$ cat src/rtl/pc_pkg.sv
package pc_pkg;
  typedef enum logic [2:0] {
    OP_NONE  = 3'd0,
    OP_JMP   = 3'd1,
    OP_CALL  = 3'd2,
    OP_RET   = 3'd3,
    OP_RETI  = 3'd4,
    OP_MOVPC = 3'd5,
    OP_ADDPC = 3'd6,
    OP_TBL   = 3'd7
  } pc_op_e;
endpackage

$ cat src/rtl/pc_next.sv
module pc_next
  import pc_pkg::*;
#(
  parameter int PAGE_W = 5,
  parameter int OFS_W  = 10,
  parameter int ACC_W  = 8,
  localparam int PC_W  = PAGE_W + OFS_W
) (
  input  pc_op_e            op_i,
  input  logic [PC_W-1:0]   pc_i,
  input  logic [PC_W-1:0]   top_i,
  input  logic [OFS_W-1:0]  target_i,
  input  logic [ACC_W-1:0]  acc_i,
  input  logic [PAGE_W-1:0] page_i,
  output logic [PC_W-1:0]   pc_nx_o,
  output logic [PC_W-1:0]   pc_inc_o
);
  logic [PC_W-1:0] sum;

  assign pc_inc_o = pc_i + 1'b1;
  assign sum      = pc_i + PC_W'(acc_i);

  always_comb begin
    unique case (op_i)
      OP_JMP, OP_CALL: pc_nx_o = {page_i, target_i};
      OP_RET, OP_RETI: pc_nx_o = top_i;
      OP_MOVPC:        pc_nx_o = {page_i, {(OFS_W-ACC_W){1'b0}}, acc_i};
      OP_ADDPC:        pc_nx_o = {page_i, {(OFS_W-ACC_W){1'b0}}, sum[ACC_W-1:0]};
      OP_TBL:          pc_nx_o = sum;
      default:         pc_nx_o = pc_inc_o;
    endcase
  end
endmodule

$ cat src/rtl/pc_stack.sv
module pc_stack #(
  parameter int DEPTH = 32,
  parameter int W     = 15,
  localparam int SP_W = $clog2(DEPTH)
) (
  input  logic         clk_i,
  input  logic         rst_ni,
  input  logic         push_i,
  input  logic         pop_i,
  input  logic [W-1:0] data_i,
  output logic [W-1:0] top_o
);
  logic [W-1:0]    mem [DEPTH];
  logic [SP_W-1:0] sp_q;

  // sp_q points at the next free slot; wraps silently in both directions
  assign top_o = mem[sp_q - 1'b1];

  always_ff @(posedge clk_i or negedge rst_ni) begin
    if (!rst_ni) begin
      sp_q <= '0;
      for (int i = 0; i < DEPTH; i++) mem[i] <= '0;
    end else if (push_i) begin
      mem[sp_q] <= data_i;
      sp_q      <= sp_q + 1'b1;
    end else if (pop_i) begin
      sp_q <= sp_q - 1'b1;
    end
  end
endmodule

$ cat src/rtl/pc_ctx.sv
module pc_ctx #(
  parameter int ACC_W  = 8,
  parameter int STAT_W = 8,
  parameter int PAGE_W = 5
) (
  input  logic              clk_i,
  input  logic              rst_ni,
  input  logic              save_i,
  input  logic [ACC_W-1:0]  acc_i,
  input  logic [STAT_W-1:0] status_i,
  input  logic [PAGE_W-1:0] page_i,
  output logic [ACC_W-1:0]  acc_q_o,
  output logic [STAT_W-1:0] stat_q_o,
  output logic [PAGE_W-1:0] page_q_o
);
  always_ff @(posedge clk_i or negedge rst_ni) begin
    if (!rst_ni) begin
      acc_q_o  <= '0;
      stat_q_o <= '0;
      page_q_o <= '0;
    end else if (save_i) begin
      acc_q_o  <= acc_i;
      stat_q_o <= status_i;
      page_q_o <= page_i;
    end
  end
endmodule

$ cat src/rtl/paged_pc.sv
module paged_pc
  import pc_pkg::*;
#(
  parameter int PAGE_W  = 5,
  parameter int OFS_W   = 10,
  parameter int ACC_W   = 8,
  parameter int STAT_W  = 8,
  parameter int DEPTH   = 32,
  parameter int IRQ_VEC = 8,
  localparam int PC_W   = PAGE_W + OFS_W
) (
  input  logic              clk_i,
  input  logic              rst_ni,
  input  logic              step_i,
  input  logic [2:0]        op_i,
  input  logic [OFS_W-1:0]  target_i,
  input  logic [ACC_W-1:0]  acc_i,
  input  logic [STAT_W-1:0] status_i,
  input  logic [PAGE_W-1:0] page_i,
  input  logic              irq_i,
  output logic [PC_W-1:0]   pc_o,
  output logic [ACC_W-1:0]  acc_sv_o,
  output logic [STAT_W-1:0] stat_sv_o,
  output logic [PAGE_W-1:0] page_sv_o,
  output logic              restore_o
);
  pc_op_e          op;
  logic            take_irq, do_push, do_pop;
  logic [PC_W-1:0] pc_q, pc_nx, pc_inc, top;

  assign op       = pc_op_e'(op_i);
  assign take_irq = step_i & irq_i;
  // interrupt replaces the decoded operation of this cycle
  assign do_push  = take_irq | (step_i & (op == OP_CALL));
  assign do_pop   = step_i & ~irq_i & ((op == OP_RET) | (op == OP_RETI));
  assign restore_o = do_pop & (op == OP_RETI);

  pc_next #(.PAGE_W(PAGE_W), .OFS_W(OFS_W), .ACC_W(ACC_W)) u_next (
    .op_i     (op),
    .pc_i     (pc_q),
    .top_i    (top),
    .target_i (target_i),
    .acc_i    (acc_i),
    .page_i   (page_i),
    .pc_nx_o  (pc_nx),
    .pc_inc_o (pc_inc)
  );

  pc_stack #(.DEPTH(DEPTH), .W(PC_W)) u_stack (
    .clk_i  (clk_i),
    .rst_ni (rst_ni),
    .push_i (do_push),
    .pop_i  (do_pop),
    .data_i (take_irq ? pc_q : pc_inc),
    .top_o  (top)
  );

  pc_ctx #(.ACC_W(ACC_W), .STAT_W(STAT_W), .PAGE_W(PAGE_W)) u_ctx (
    .clk_i    (clk_i),
    .rst_ni   (rst_ni),
    .save_i   (take_irq),
    .acc_i    (acc_i),
    .status_i (status_i),
    .page_i   (page_i),
    .acc_q_o  (acc_sv_o),
    .stat_q_o (stat_sv_o),
    .page_q_o (page_sv_o)
  );

  always_ff @(posedge clk_i or negedge rst_ni) begin
    if (!rst_ni)       pc_q <= '0;
    else if (take_irq) pc_q <= PC_W'(IRQ_VEC);
    else if (step_i)   pc_q <= pc_nx;
  end

  assign pc_o = pc_q;
endmodule

$ cat config.mk
export PLATFORM = sky130hd
export DESIGN_NAME = paged_pc
export DESIGN_NICKNAME = d
export VERILOG_FILES = /design/src/rtl/pc_pkg.sv /design/src/rtl/pc_next.sv /design/src/rtl/pc_stack.sv /design/src/rtl/pc_ctx.sv /design/src/rtl/paged_pc.sv
export SDC_FILE = /design/constraint.sdc
export NUM_CORES = 1
export LEC_CHECK = 0
export ABC_AREA = 1
export BUFFER_PORTS_ARGS = -buffer_cell sky130_fd_sc_hd__buf_2
export CAP_MARGIN = 20
export CELL_PAD_IN_SITES_DETAIL_PLACEMENT = 0
export CELL_PAD_IN_SITES_GLOBAL_PLACEMENT = 1
export CORE_AREA = 2 2 238 240
export DETAILED_ROUTE_END_ITERATION = 8
export DIE_AREA = 0 0 240 242
export GPL_TIMING_DRIVEN = 0
export PLACE_DENSITY = 0.84
export SLEW_MARGIN = 25
export SYNTH_ARGS = -nofsm -noshare
export SYNTH_HDL_FRONTEND = slang
export SYNTH_SLANG_ARGS = --single-unit
$ cat constraint.sdc
create_clock -name clk_i -period 3.6 [get_ports clk_i]
set_input_delay 0.36 -clock clk_i [delete_from_list [all_inputs] [get_ports clk_i]]
set_output_delay 0.36 -clock clk_i [all_outputs]
set_load 0.03 [all_outputs]
Yosys cells after proc, flatten, opt, wreduce, memory -nomap -nowiden
Index checks and enable logic that the tools add are counted.

storage, ports and cells
  logic and storage cells = 78
  input bits = 38
  register bits = 521

cells by class
  magnitude comparators = 3
  equality and inequality tests = 7
  multiplexer cells = 12
  bitwise operators = 10
  $add $sub $neg = 4
  reduce and logical (&&, ||, !) cells = 5

operator list
  kind                                                         number
  bitwise mux 480 bit                                          1
  2-to-1 mux 15 bit                                            6
  binary-select mux 15 bit (select 5 bit)                      1
  demux 15 bit (select 5 bit)                                  1
  case mux 15 bit (5 select lines)                             1
  adder 15 x 1 -> 15 bit (second input constant)               1
  adder 15 x 8 -> 15 bit                                       1
  equality test 3 bit (second input constant)                  4
  greater-or-equal comparator 6 bit (second input constant)    2
  NOT 5 -> 6 bit                                               2
  2-to-1 mux 5 bit                                             2
  equality test 3 x 2 -> 1 bit (second input constant)         2
  less-than comparator 6 x 1 -> 1 bit (second input constant)  1
  adder 5 x 1 -> 5 bit (second input constant)                 1
  AND 1 bit                                                    5
  subtractor 5 x 1 -> 5 bit (second input constant)            1
  nonzero test 2 bit                                           2
  OR reduction 2 bit                                           2
  equality test 3 x 1 -> 1 bit (second input constant)         1
  OR 1 bit                                                     2
  logical AND 1 bit                                            1
  NOT 1 bit                                                    1

Logic depth before layout (Yosys ltp)
  depth after elaboration = 8
  mapped depth = 18

Hierarchy
A second synthesis with hierarchy kept.

second synthesis, totals
  cell total of the unflattened synthesis = 3638
  area total of the unflattened synthesis = 26462.9 µm²

by module, submodules not included
  module    area each (µm²)  times used  cells each
  pc_stack  23453.7          1           3160
  pc_next   1392.6           1           277
  paged_pc  813.3            1           112
  pc_ctx    803.3            1           89

Least setup slack after synthesis
No wires, ideal clock.

  kind = reg-to-reg
  start = register u_stack.sp_q[0]
  end = register pc_q[1] (netlist: pc_o[1])
  stages on the path, launching flop included = 19
  path slack = 1079 ps
  period minus slack after synthesis = 2521 ps
  library setup time = 118 ps
  arrival time = 2403 ps
  path through = dfrtp_1 buf_2 inv_2 buf_2 buf_2 ha_1 buf_2 inv_2 buf_2 buf_2 nand3_1 nand3_1 nand3_1 nand2_1 nand2_1 nand3_1 nand2_1 nand2_1 nand2_1

on the way
  cells in the longest elaborated chain, start to end = 8

RTL lines
  item                                                  RTL line        text
  start: declaration                                    pc_stack.sv:14  logic [SP_W-1:0] sp_q;
  start signal: assignment                              pc_stack.sv:25  sp_q <= sp_q + 1'b1;
  start signal: assignment                              pc_stack.sv:27  sp_q <= sp_q - 1'b1;
  subtractor 5 x 1 -> 5 bit                             pc_stack.sv:17  assign top_o = mem[sp_q - 1'b1];
  NOT 5 -> 6 bit (implied by the code)                  pc_stack.sv:17
  binary-select mux 15 bit (select 5 bit)               pc_stack.sv:17
  2-to-1 mux 15 bit (implied by the code) (2 in a row)  pc_stack.sv:17
  case mux 15 bit (5 select lines)                      pc_next.sv:24   unique case (op_i)
  2-to-1 mux 15 bit                                     paged_pc.sv:73  else if (step_i) pc_q <= pc_nx;
  2-to-1 mux 15 bit                                     paged_pc.sv:72  else if (take_irq) pc_q <= PC_W'(IRQ_VEC);
  end signal: assignment                                paged_pc.sv:72
  end signal: assignment                                paged_pc.sv:73
  end: declaration                                      paged_pc.sv:29  logic [PC_W-1:0] pc_q, pc_nx, pc_inc, top;

Every way passes these cells. The select of a mux whose other input is x is not followed.
A chain may end at the register's enable or synchronous reset.

Worst setup path after layout
  start = register u_stack.sp_q[0]
  end = register pc_q[9] (netlist: pc_o[9])

The elaborated chain is that of the path after synthesis.

==> impl_metrics.json <==
{
  "status": "finished, final reports clean",
  "holdWs_ns": 0.0169,
  "drt.antenna.violating_nets": 0,
  "hold_start": "page_i[4]",
  "clk_latency_ns": 0.65,
  "max-cap-violations": 0,
  "wl_met3_mm": 12.7,
  "cts_made_buffers": 57,
  "cts_tree": "yes",
  "io_pins": 75,
  "die_h_um": 242,
  "max_freq_mhz": 278,
  "wl_per_cell_um": 25.5,
  "final_hold_viol_count": 0,
  "synthesis.nets": 3401,
  "leakage_uw": 0.0143,
  "start_util": 0.466,
  "grt_pass1_vias": 24000,
  "grt_usage": 0.379,
  "slew-limit-headroom": 0.184,
  "fillers": 5482,
  "gp_congestion": 0.992,
  "worst_setup_path_end_kind": "flip-flop",
  "synth_cells": 3348,
  "async_flop_share": 1.00,
  "grt_overflow_total": 0,
  "path_clk_slew_ns": 0.07,
  "power.total_uw": 30500,
  "vias": 25500,
  "ys_seq_area_frac": 0.502,
  "antenna_found_initial": 1,
  "drive_gt1_frac": 0.131,
  "final_nets": 3552,
  "cts_buffer_depth": 3,
  "wl_met1_mm": 43.9,
  "die_w_um": 240,
  "hold_path.class": "input pin to flip-flop",
  "dr.pass1.iters": 6,
  "r2r-start": "u_stack.sp_q[0]$_DFFE_PN0P_",
  "drt-total-wl_mm": 110,
  "post-route-period-util": 0.999,
  "hold_depth": 3,
  "fin_ws_ns": 0.00537,
  "whs_endpoint": "u_ctx.page_q_o[4]$_DFFE_PN0P_",
  "place_hpwl_mm": 79.3,
  "r2r_cells": 17,
  "synth.distinct_cells": 43,
  "required_ns": 4.13,
  "rows": 87,
  "tightest_slew_ns": 1.22,
  "worstReg2RegEnd": "pc_o[9]$_DFFE_PN0P_",
  "power_density_mw_per_mm2": 1030,
  "via_per_inst": 5.94,
  "ir_drop_mv": 0.639,
  "placed_cell_area_mm2": 0.0275,
  "syn_avg_cell_area_um2": 7.75,
  "synth_area_mm2": 0.0259,
  "dr_wl_met2_mm": 47.1,
  "ys_seq_elements": 521,
  "rsz0062_at_grt": "false",
  "cts_num_sinks": 521,
  "r2r_setup_slack_ns": 0.005,
  "drt_iter0_drc": 3471,
  "yosys_warnings": 0,
  "cts_setup_buffers": 0,
  "design_area_mm2": 0.0296,
  "dp_slack_ns": -1.33,
  "cts-htree-levels": 2,
  "ys.flop_type": "dfrtp_1",
  "synth_edf_count": 0,
  "core_area_mm2": 0.0557,
  "skew_ns": 0.0242,
  "cp-start-kind": "flip-flop",
  "crit_fanout": 12,
  "critPathKind": "flip-flop to flip-flop",
  "fin_crit_ns": 3.59,
  "seq_area_mm2": 0.0130,
  "dieArea_mm2": 0.0581,
  "finalSetupViolCount": 0,
  "worstPathArrival_ns": 4.12,
  "report.final.slew_viol_count": 0,
  "grt_pass1_wl_mm": 160,
  "port_buffers": 74,
  "timing.setup.tns_ns": 0,
  "multi_input_area_mm2": 0.0110,
  "drc": 0,
  "area_growth_pct": 14.1,
  "cts-root-buf": "clkbuf_16",
  "grt_max_degree": 94,
  "maxUsedRoutingLayer": "met5"
}
[layout make-up]
| type | instances | area share |
|---|---|---|
| plain buffers | 227 | 0.0417 |
| diodes | 1 | 0.0000845 |
| repair buffers | 92 | 0.0224 |
| well taps | 756 | 0.0319 |
| multi-input cells | 2393 | 0.372 |
| flip-flops and latches | 521 | 0.440 |
| clock buffers | 82 | 0.0571 |
| clock inverters | 19 | 0.00765 |
| inverters | 207 | 0.0267 |
[cell usage after synthesis (2+ instances only)]
| library cell | count | share of area |
|---|---|---|
| nor2_8 | 5 | 0.0039 |
| o211ai_1 | 13 | 0.0038 |
| buf_6 | 8 | 0.0035 |
| nand3_2 | 2 | 0.00077 |
| nand2_1 | 1213 | 0.18 |
| a221oi_1 | 5 | 0.0017 |
| inv_1 | 161 | 0.023 |
| a21o_1 | 2 | 0.00058 |
| nand2_2 | 4 | 0.00096 |
| buf_4 | 6 | 0.0017 |
| nor2_2 | 3 | 0.00072 |
| nor3_1 | 7 | 0.0013 |
| clkbuf_1 | 44 | 0.0064 |
| dfrtp_1 | 521 | 0.50 |
| nor3_2 | 2 | 0.00077 |
| o21ai_2 | 4 | 0.0013 |
| nor2_4 | 22 | 0.0095 |
| nor2_1 | 35 | 0.0051 |
| ha_1 | 14 | 0.0068 |
| xor2_1 | 13 | 0.0044 |
| nand3_1 | 476 | 0.092 |
| buf_2 | 158 | 0.030 |
| nand2_8 | 3 | 0.0023 |
| buf_1 | 11 | 0.0016 |
| o21ai_1 | 179 | 0.035 |
| clkinv_1 | 2 | 0.00029 |
| o21ai_0 | 315 | 0.061 |
| nand4_1 | 4 | 0.00096 |
| a21oi_1 | 60 | 0.012 |
| inv_2 | 43 | 0.0062 |
[critical path, stage by stage, from the launching register on]
cell      delay (ns)
dfrtp_2         0.45
buf_4           0.20
inv_4           0.13
buf_6           0.20
buf_12          0.20
ha_1            0.32
buf_2           0.22
inv_4           0.15
clkbuf_2        0.46
nand3_1         0.16
nand3_1         0.18
nand3_1         0.11
nand2_1         0.18
nand2_1         0.07
nand3_1         0.20
nand3_1         0.10
nand2_1         0.08
nand2_1         0.06
[logic make-up (layout without fill, tap and decap cells)]
group,after synthesis,after routing,synth area share
and+or+nand+nor,1781,1781,0.295
AOI/OAI and AO/OA,584,584,0.116
DFF,521,521,0.502
buffers and inverters,434,627,0.0739
adders and majority gates,15,15,0.00752
xor gates and xnor gates,13,13,0.00439
other,0,1,0
[worst max path at each step]
stage | slack [ns] | from | endpoint
after floorplan | 1.08 | u_stack.sp_q[0]$_DFFE_PN0P_ | pc_o[1]$_DFFE_PN0P_
after global placement | -8.61 | rst_ni | u_ctx.acc_q_o[6]$_DFFE_PN0P_
after detailed placement | -1.33 | u_stack.sp_q[0]$_DFFE_PN0P_ | pc_o[4]$_DFFE_PN0P_
after CTS | 0.007 | u_stack.sp_q[0]$_DFFE_PN0P_ | pc_o[13]$_DFFE_PN0P_
after global routing | 0.005 | u_stack.sp_q[0]$_DFFE_PN0P_ | pc_o[11]$_DFFE_PN0P_
final | 0.005 | u_stack.sp_q[0]$_DFFE_PN0P_ | pc_o[9]$_DFFE_PN0P_
[per-layer routing]
layer	track usage	up-vias
met1	0.525	12500
li1	-	11200
met5	0	-
met2	0.554	1539
met3	0.0901	312
met4	0.191	2
[registers in the layout, summed over array words and instances, names as in the netlist]
register and flops:
pc_o 15, u_ctx.acc_q_o 8, u_ctx.page_q_o 5, u_ctx.stat_q_o 8, u_stack.mem 480, u_stack.sp_q 5
[power by group]
part	internal, uW	leakage (uW)	switching [uW]
Combinational	4040	0.00656	11100
Clock	3540	0.000949	2580
Sequential	8010	0.00674	1180
[per-stage QoR]
step,util,instances
floorplan,-,3348
global placement,0.489,4178
detailed placement,0.493,4186
CTS,0.531,4297
global route,0.531,4297
finish,0.531,4298
[timing repair]
| item | CTS | global route |
|---|---|---|
| hold endpoints to repair | 97 | 0 |
| pin swaps | 0 | 0 |
| hold buffers | 10 | 0 |
| gates resized for setup | 34 | 18 |
| setup endpoints to repair | 16 | 14 |
[layout by cell type, fill, tap and decap left out, types with 3 or more instances in the layout]
cell and instances:
nand2_1 1212, dfrtp_1 520, nand3_1 475, o21ai_0 312, buf_2 226, o21ai_1 181
inv_1 161, a21oi_1 58, clkbuf_16 57, inv_2 41, clkbuf_1 41, nor2_1 35
nor2_4 22, clkbuf_8 18, buf_6 15, ha_1 14, o211ai_1 13, xor2_1 12
buf_4 10, dlygate4sd3_1 10, clkinv_2 9, clkbuf_2 8, nor3_1 7, buf_1 6
buf_16 6, nand2_2 5, o21ai_2 5, nor2_8 5, a221oi_1 5, nand4_1 4
bufinv_16 4, nand2_8 3, nand3_2 3, nor2_2 3, inv_6 3
Power figures use the tool's default switching activity.
